--- config.mk ---
export PLATFORM = sky130hd
export DESIGN_NAME = owire_master
export DESIGN_NICKNAME = d
export VERILOG_FILES = /design/src/rtl/owire_pkg.sv /design/src/rtl/owire_tick.sv /design/src/rtl/owire_sync.sv /design/src/rtl/owire_slot_engine.sv /design/src/rtl/owire_master.sv
export SDC_FILE = /design/constraint.sdc
export NUM_CORES = 1
export LEC_CHECK = 0
export ABC_AREA = 1
export BUFFER_PORTS_ARGS = -buffer_cell sky130_fd_sc_hd__buf_4
export CORE_ASPECT_RATIO = 1.5
export CORE_MARGIN = 2
export CORE_UTILIZATION = 63
export DETAILED_ROUTE_END_ITERATION = 7
export PLACE_DENSITY_LB_ADDON = 0.2
export SLEW_MARGIN = 15
export SYNTH_ARGS = -nofsm -noshare
export SYNTH_HDL_FRONTEND = slang
export SYNTH_SLANG_ARGS = --single-unit
--- constraint.sdc ---
create_clock -name clk -period 5.5 [get_ports clk]
set_input_delay 0.275 -clock clk [delete_from_list [all_inputs] [get_ports clk]]
set_output_delay 0.275 -clock clk [all_outputs]
set_load 0.01 [all_outputs]
--- src/rtl/owire_pkg.sv ---
package owire_pkg;
   typedef enum logic [1:0] {
      OP_IDLE  = 2'd0,
      OP_RESET = 2'd1,
      OP_WR0   = 2'd2,
      OP_WR1   = 2'd3
   } op_e;

   // Control register bit positions (software decodes these)
   localparam int CB_RST  = 7;
   localparam int CB_PRES = 6;
   localparam int CB_WR0  = 5;
   localparam int CB_WR1  = 4;
   localparam int CB_BIT  = 3;

   // Priority pick among command bits: reset, then write-0, then write-1
   function automatic op_e pick_op(input logic [7:0] d);
      if (d[CB_RST])      return OP_RESET;
      else if (d[CB_WR0]) return OP_WR0;
      else if (d[CB_WR1]) return OP_WR1;
      else                return OP_IDLE;
   endfunction
endpackage

--- src/rtl/owire_tick.sv ---
module owire_tick #(
   parameter int DIV_W = 8
) (
   input  logic             clk,
   input  logic             rst_n,
   input  logic             restart,
   input  logic [DIV_W-1:0] div,
   output logic             tick
);
   logic [DIV_W-1:0] pre_q;

   assign tick = (pre_q == div);

   always_ff @(posedge clk or negedge rst_n) begin
      if (!rst_n)              pre_q <= '0;
      else if (restart || tick) pre_q <= '0;
      else                     pre_q <= pre_q + 1'b1;
   end
endmodule

--- src/rtl/owire_sync.sv ---
module owire_sync #(
   parameter int   STAGES    = 2,
   parameter logic RESET_VAL = 1'b1
) (
   input  logic clk,
   input  logic rst_n,
   input  logic d,
   output logic q
);
   logic [STAGES-1:0] chain_q;

   generate
      for (genvar s = 0; s < STAGES; s++) begin : g_stage
         if (s == 0) begin : g_first
            always_ff @(posedge clk or negedge rst_n) begin
               if (!rst_n) chain_q[0] <= RESET_VAL;
               else        chain_q[0] <= d;
            end
         end else begin : g_next
            always_ff @(posedge clk or negedge rst_n) begin
               if (!rst_n) chain_q[s] <= RESET_VAL;
               else        chain_q[s] <= chain_q[s-1];
            end
         end
      end
   endgenerate

   assign q = chain_q[STAGES-1];
endmodule

--- src/rtl/owire_slot_engine.sv ---
module owire_slot_engine
   import owire_pkg::*;
#(
   parameter int T_RST_LOW  = 480,
   parameter int T_RST_SMP  = 550,
   parameter int T_RST_END  = 960,
   parameter int T_W0_LOW   = 60,
   parameter int T_W0_END   = 70,
   parameter int T_W1_LOW   = 6,
   parameter int T_BIT_SMP  = 15,
   parameter int T_W1_END   = 70,
   parameter int US_W       = 10
) (
   input  logic clk,
   input  logic rst_n,
   input  logic tick,
   input  logic start,
   input  op_e  start_op,
   input  logic line_s,
   output op_e  cur_op,
   output logic pull_low,
   output logic bit_q,
   output logic pres_q
);
   localparam logic [US_W-1:0] RL  = US_W'(T_RST_LOW);
   localparam logic [US_W-1:0] RS  = US_W'(T_RST_SMP - 1);
   localparam logic [US_W-1:0] RE  = US_W'(T_RST_END - 1);
   localparam logic [US_W-1:0] W0L = US_W'(T_W0_LOW);
   localparam logic [US_W-1:0] W0E = US_W'(T_W0_END - 1);
   localparam logic [US_W-1:0] W1L = US_W'(T_W1_LOW);
   localparam logic [US_W-1:0] BS  = US_W'(T_BIT_SMP - 1);
   localparam logic [US_W-1:0] W1E = US_W'(T_W1_END - 1);

   logic [US_W-1:0] us_q;
   logic [US_W-1:0] lim_low, lim_smp, lim_end;

   always_comb begin
      unique case (cur_op)
         OP_RESET: begin lim_low = RL;  lim_smp = RS; lim_end = RE;  end
         OP_WR0:   begin lim_low = W0L; lim_smp = BS; lim_end = W0E; end
         OP_WR1:   begin lim_low = W1L; lim_smp = BS; lim_end = W1E; end
         default:  begin lim_low = '0;  lim_smp = '0; lim_end = '0;  end
      endcase
   end

   assign pull_low = (cur_op != OP_IDLE) && (us_q < lim_low);

   always_ff @(posedge clk or negedge rst_n) begin
      if (!rst_n) begin
         cur_op <= OP_IDLE;
         us_q   <= '0;
         bit_q  <= 1'b0;
         pres_q <= 1'b0;
      end else if (start) begin
         cur_op <= start_op;
         us_q   <= '0;
      end else if (cur_op != OP_IDLE && tick) begin
         us_q <= us_q + 1'b1;
         if (us_q == lim_smp) begin
            if (cur_op == OP_RESET) pres_q <= ~line_s;
            else                    bit_q  <= line_s;
         end
         if (us_q == lim_end) cur_op <= OP_IDLE;
      end
   end
endmodule

--- src/rtl/owire_master.sv ---
module owire_master
   import owire_pkg::*;
#(
   parameter int          ADDR_W      = 4,
   parameter int          DIV_W       = 8,
   parameter logic [7:0]  DIV_RESET   = 8'd99,
   parameter int          SYNC_STAGES = 2,
   parameter int          CTRL_OFS    = 0,
   parameter int          DIV_OFS     = 2,
   parameter int          T_RST_LOW   = 480,
   parameter int          T_RST_SMP   = 550,
   parameter int          T_RST_END   = 960,
   parameter int          T_W0_LOW    = 60,
   parameter int          T_W0_END    = 70,
   parameter int          T_W1_LOW    = 6,
   parameter int          T_BIT_SMP   = 15,
   parameter int          T_W1_END    = 70
) (
   input  logic              clk,
   input  logic              rst_n,
   input  logic              reg_wr,
   input  logic [ADDR_W-1:0] reg_addr,
   input  logic [7:0]        reg_wdata,
   output logic [7:0]        reg_rdata,
   input  logic              line_in,
   output logic              line_pull_low
);
   localparam int US_W = $clog2(T_RST_END + 1);

   generate
      if (SYNC_STAGES < 2)
         $error("owire_master: SYNC_STAGES must be at least 2");
      if (DIV_W < 1 || DIV_W > 8)
         $error("owire_master: DIV_W must lie in 1..8");
      if (!(T_RST_LOW < T_RST_SMP && T_RST_SMP < T_RST_END))
         $error("owire_master: reset phase order broken");
      if (!(T_W1_LOW < T_BIT_SMP && T_BIT_SMP < T_W1_END && T_BIT_SMP < T_W0_END))
         $error("owire_master: bit slot phase order broken");
      if (!(T_W0_LOW < T_W0_END))
         $error("owire_master: write-0 recovery missing");
   endgenerate

   logic [DIV_W-1:0] div_q;
   logic             tick, line_s, busy, start;
   logic             bit_bit, pres_bit;
   op_e              cur_op, req_op;

   logic ctrl_sel, div_sel;
   assign ctrl_sel = (reg_addr == ADDR_W'(CTRL_OFS));
   assign div_sel  = (reg_addr == ADDR_W'(DIV_OFS));

   assign busy   = (cur_op != OP_IDLE);
   assign req_op = pick_op(reg_wdata);
   assign start  = reg_wr && ctrl_sel && !busy && (req_op != OP_IDLE);

   always_ff @(posedge clk or negedge rst_n) begin
      if (!rst_n)                         div_q <= DIV_RESET[DIV_W-1:0];
      else if (reg_wr && div_sel && !busy) div_q <= reg_wdata[DIV_W-1:0];
   end

   owire_tick #(.DIV_W(DIV_W)) u_tick (
      .clk(clk), .rst_n(rst_n), .restart(start), .div(div_q), .tick(tick)
   );

   owire_sync #(.STAGES(SYNC_STAGES), .RESET_VAL(1'b1)) u_sync (
      .clk(clk), .rst_n(rst_n), .d(line_in), .q(line_s)
   );

   owire_slot_engine #(
      .T_RST_LOW(T_RST_LOW), .T_RST_SMP(T_RST_SMP), .T_RST_END(T_RST_END),
      .T_W0_LOW(T_W0_LOW),   .T_W0_END(T_W0_END),
      .T_W1_LOW(T_W1_LOW),   .T_BIT_SMP(T_BIT_SMP), .T_W1_END(T_W1_END),
      .US_W(US_W)
   ) u_engine (
      .clk(clk), .rst_n(rst_n), .tick(tick), .start(start), .start_op(req_op),
      .line_s(line_s), .cur_op(cur_op), .pull_low(line_pull_low),
      .bit_q(bit_bit), .pres_q(pres_bit)
   );

   always_comb begin
      reg_rdata = '0;
      if (ctrl_sel) begin
         reg_rdata[CB_RST]  = (cur_op == OP_RESET);
         reg_rdata[CB_PRES] = pres_bit;
         reg_rdata[CB_WR0]  = (cur_op == OP_WR0);
         reg_rdata[CB_WR1]  = (cur_op == OP_WR1);
         reg_rdata[CB_BIT]  = bit_bit;
      end else if (div_sel) begin
         reg_rdata[DIV_W-1:0] = div_q;
      end
   end
endmodule

Word level (Yosys, flattened, before mapping)
Index checks and enable logic that the tools add are counted.
Widths: inputs -> output; s select.

cells by class
  muxes and demuxes = 15
  reductions and logical operators = 18
  add/sub/neg operators = 2
  equal/unequal tests = 7
  bitwise operators = 3
  $lt $le $gt $ge = 1

operators with widths
  kind                   count
  $pmux 10 s2            2
  $pmux 9 s3             1
  $eq 10x10->1           2
  $mux 10                2
  $mux 8                 2
  $mux 2                 6
  $add 10x1->10 const B  1
  $lt 10x9->1            1
  $add 8x1->8 const B    1
  $eq 8x8->1             1
  $reduce_and 4->1       2
  $reduce_bool 2->1      4
  $logic_and 1x1->1      7
  $mux 5                 1
  $eq 2x2->1 const B     2
  $eq 4x2->1 const B     1
  $logic_not 4->1        1
  $mux 3                 1
  $not 1->1              3
  $eq 2x1->1 const B     1
  $reduce_and 2->1       1
  $reduce_or 2->1        1
  $logic_not 1->1        1
  $logic_or 1x1->1       1

word-level totals
  input port bits = 16
  register bits after elaboration = 32

Logic depth before layout (Yosys ltp)
  depth after elaboration = 7
  gate-level depth with buffers = 12
  gate-level depth less buffers = 12

By module
Synthesis repeated with hierarchy kept, for this count alone.

second synthesis, totals
  cell total of the unflattened synthesis = 335
  area total of the unflattened synthesis = 2327.2 um2

by module, submodules not included
  module             seq. area each (um2)  cells an instance  area an instance (um2)  instances
  owire_slot_engine  350.3                 186                1238.7                  1
  owire_master       205.2                 76                 521.8                   1
  owire_tick         200.2                 71                 514.2                   1
  owire_sync         52.6                  2                  52.6                    1

Worst setup path before layout
OpenSTA, ideal clock, no wires.

  path type = register to output
  start point = register u_engine.cur_op[1]
  end point = output port line_pull_low
  setup slack = 3568 ps
  arrival time = 1657 ps
  buffers on the path = 1
  cell stages (with the launch flop) = 11
  required time = 5225 ps
  cell sequence = dfrtp_1 inv_1 ha_1 buf_4 inv_1 ha_1 nand2_1 nor2_1 o211ai_1 o2111ai_1 nor2_1

on the way
  longest elaborated chain between the ends = 4
  elaborated cells between the ends (all ways) = 7

RTL lines
  what                                      RTL line                 RTL
  start, declared                           owire_slot_engine.sv:20  output op_e cur_op,
  start signal, assigned                    owire_slot_engine.sv:55  cur_op <= start_op;
  $eq 2x2->1 or $eq 2x1->1 (tied branches)  owire_slot_engine.sv:38  unique case (cur_op)
  $pmux 9 s3                                owire_slot_engine.sv:38
  $lt 10x9->1                               owire_slot_engine.sv:46  assign pull_low = (cur_op != OP_IDLE) && (us_q < lim_low);
  $logic_and 1x1->1 (*)                     owire_slot_engine.sv:46
  end, declared                             owire_master.sv:26       output logic line_pull_low

Every way passes the cells marked *; elsewhere a longest branch is shown, timed or not.

Final worst setup path
Same ends and word-level chain as after synthesis.

==> metrics.md <==
| Metric | Value |
|---|---|
| Sequential-to-total area share from yosys stat | 0.361 |
| Most numerous cell in the Yosys netlist | nand2_1 |
| #FFs+latches synth | 32 |
| Tmin final | about 2.7 ns |
| Postcts setup bufs | 0 |
| Commonest cells in the netlist | 69 x nand2_1, 41 x nor2_1, 36 x inv_1 |
| Max Freq | 377 MHz |
| Asr flop ratio synth | 1.00 |
| Internal reg-to-reg setup slack | roughly 3.4 ns |
| Fin Setup TNS | 0 ns |
| Seq pwr share | 0.396 |
| Hpwl dp | between 3000 and 4000 um |
| Effective utilization at floorplan | 0.655 |
| VDD IR max | between 0.3 and 0.4 mV |
| Final net count | 351 |
| Initial antenna violation count | 0 |
| Most used routing layer | met2 |
| # DRC | 0 |
| Max H-tree Level | 2 |
| Critical Path Sink Type | primary output |
| Gate power share | 0.367 |
| Die W | around 53 um |
| CTS root buffer | clkbuf_8 |
| Switching Power | 0.000353 W |
| Layout area overhead | 13.4% |
| Slowest cell on crit path | dfrtp_1 |
| TritonCTS Buffers | 5 |
| Setup Viol. Count Final | 0 |
| Finished Cell Area | 0.00254 mm^2 |
| Clock slew at reported path FFs | 0.06 ns |
| Worst path required time | between 5 and 6 ns |
| Arr. time, crit path | 2.38 ns |
| Worst Path Buf+Inv | 3 |
| Sw frac | 0.380 |
| P_leak | 1.29 nW |
| Total congestion overflow | 0 |
| Fin. max-slew vios | 0 |
| Critical path class | reg2out |
| DRT Pass-1 Iters | 4 |
| Die span in y | 77.0 um |
| Ranking of synthesized cells by area | dfrtp_1 29%, nand2_1 12%, ha_1 8.4%, dfstp_2 7.0%, nor2_1 6.9% |
| Placed Area | 0.00242 mm^2 |
| Hold Fails Final Rpt | 0 |
| Clock Latency Late Sink | 0.29 ns |
| Delay-heaviest family, CP | adder cells |
| Met2 usage in global routing | 0.530 |
| Clock share of power | 0.238 |
| DR iter-0 viols | 47 |
| Largest net degree at the start of global routing | 33 |
| CP max FO | 8 |
| CTS tree | yes |
| Power, Total | 0.000928 W |
| Tcrit/Tclk final | 0.482 |
| Total wire length | 4920 um |
| Gate Count Post-Synth | 294 |
| Die Area | 0.00405 mm^2 |
| Number of synthesized flops with an enable pin | 0 |
| Hold Crit Class | in2reg |
| P_int | 0.000575 W |
| Netlist cell types | 34 |
| IO Count | 25 |
| Most used DFF post-synth | dfrtp_1 |
| Skew final | 0.00956 ns |
| Warnings, synthesis | 0 |
| Syn avg cell area | 7.61 um^2 |
| Met3 Track Usage GR | 0.0506 |
| Syn Std Cell Area | 0.00224 mm^2 |
| Layout cell share with drive strength beyond 1 | 0.153 |
| Largest stage delay, worst path | roughly 0.41 ns |
| GRT Resource Usage Total | 0.278 |
| Crit-path cells | inv_1, ha_1, inv_1, ha_1, nand2_1, nor2_1, o211ai_1, o2111ai_1, nor2_1, buf_4 |
| Clock tree sinks | 32 |
| Syn Nets | about 330 |
| Avg WL per Cell | about 14 um |
| Core area | 0.00342 mm^2 |
| Post-DRT Antenna Nets | 0 |
| N_diodes | 0 |
| RSZ-0062 raised after global routing | false |
| Area share of the leading cell type in the synthesized netlist | 0.291 |
| RePlAce Congestion | about 0.95 |
| Top cell type by total area after synthesis | dfrtp_1 |
| First-pass GRT wire length | roughly 8400 um |
| Pwr dens | 366 mW/mm^2 |
| Slew of the pin with the lowest slew margin | approximately 0.45 ns |
| Vias in the first global route | 2,013 |
| Slew HR | 0.695 |
| Critical path launch point type | register |
| Met1 Use GR | 0.275 |
| Final hold slack | 0.0995 ns |
| Status | finished, final reports clean |
| MaxCap Viol Count | 0 |
| Clock Path Buffers | 2 |
| Port-buffer cells | 24 |
| DR vias | 1,993 |
| Row count | 26 |
| Vias/cell | about 5.5 |
## cell type report
type                       count  area [um^2]
clock inverter                 2         35.0
tap                           42         52.6
timing repair buffer          25          190
multi-input combinational    218         1230
sequential                    32          808
inverter                      38          143
fill                         270          880
clock buffer                   6         72.6
## worst register-to-register path: cells and delay by family (launching register included)
| kind | cells | cell delay, ns |
|---|---|---|
| adder cells (fa/ha/maj) | 2 | 0.74 |
| AND/OR/NAND/NOR | 7 | 0.57 |
| flip-flops | 1 | 0.41 |
| buffers and inverters | 2 | 0.33 |
## sequential cells by signal (all words and copies together), names as in the netlist
| register | cells |
|---|---|
| u_tick.pre_q | 8 |
| div_q | 8 |
| u_engine.cur_op | 2 |
| u_engine.pres_q | 1 |
| u_engine.us_q | 10 |
| u_sync.q | 1 |
| u_engine.bit_q | 1 |
| u_sync.chain_q | 1 |
## placed cells by master, fill, tap and decap left out, drive strengths merged, types with 2 or more instances in the layout
cell,count
nand2,73
a32o,2
nand4,3
buf,24
nand3b,2
dfrtp,26
o22ai,2
xnor2,9
nor3,4
a21oi,8
nand3,23
dfstp,6
nor2,44
nor4,2
o21ai,15
ha,15
xor2,11
clkbuf,6
inv,38
## power groups by stage
stage / registers (W) / clock network [W] / logic, W
global route: 0.000373 / 0.000235 / 0.000395
detailed placement: 0.000370 / 0 / 0.000338
floorplan: 0.000341 / 0 / 0.000281
CTS: 0.000366 / 0.000223 / 0.000342
global placement: 0.000368 / 0 / 0.000326
finish: 0.000367 / 0.000220 / 0.000340
## path summary, 6_finish.rpt
kind / start / end / cells after the start
max: u_engine.cur_op[1] / line_pull_low / 10
min: line_in / u_sync.chain_q[0] / 1
max reg2reg: u_engine.cur_op[1] / u_engine.cur_op[1] / 11
min reg2reg: u_sync.chain_q[0] / u_sync.q / 0
max in group asynchronous: rst_n / div_q[1] / 2
min in group asynchronous: rst_n / u_engine.us_q[9] / 2
## kinds of logic (layout without fill, tap and decap cells)
family                     after synthesis  count (layout)  share of synthesized area
AOI/OAI and AO/OA                       31              31                     0.0845
xor gates and xnor gates                20              20                     0.0783
adders and majority gates               15              15                     0.0839
buffers and inverters                   44              71                     0.0867
DFF                                     32              32                      0.361
and+or+nand+nor                        152             152                      0.305
## metrics by stage
| stage | setup slack, ns | cells | utilization |
|---|---|---|---|
| floorplan | 3.57 | 294 | - |
| global placement | 3.30 | 354 | 0.708 |
| detailed placement | 3.16 | 354 | 0.708 |
| CTS | 2.84 | 363 | 0.742 |
| global route | 2.64 | 363 | 0.742 |
| finish | 2.85 | 363 | 0.742 |
## what timing repair did
action,in CTS,in global routing
hold buffers,1,0
endpoints found under the hold margin,26,0
gates resized for setup,0,0
## metal layers
layer / up-vias / part of all wire
li1: 999 / -
met1: 923 / 0.37
met2: 57 / 0.56
met3: 14 / 0.044
met4: 0 / 0.032
met5: - / 0
Note: power is estimated with default switching activity, not from simulation.
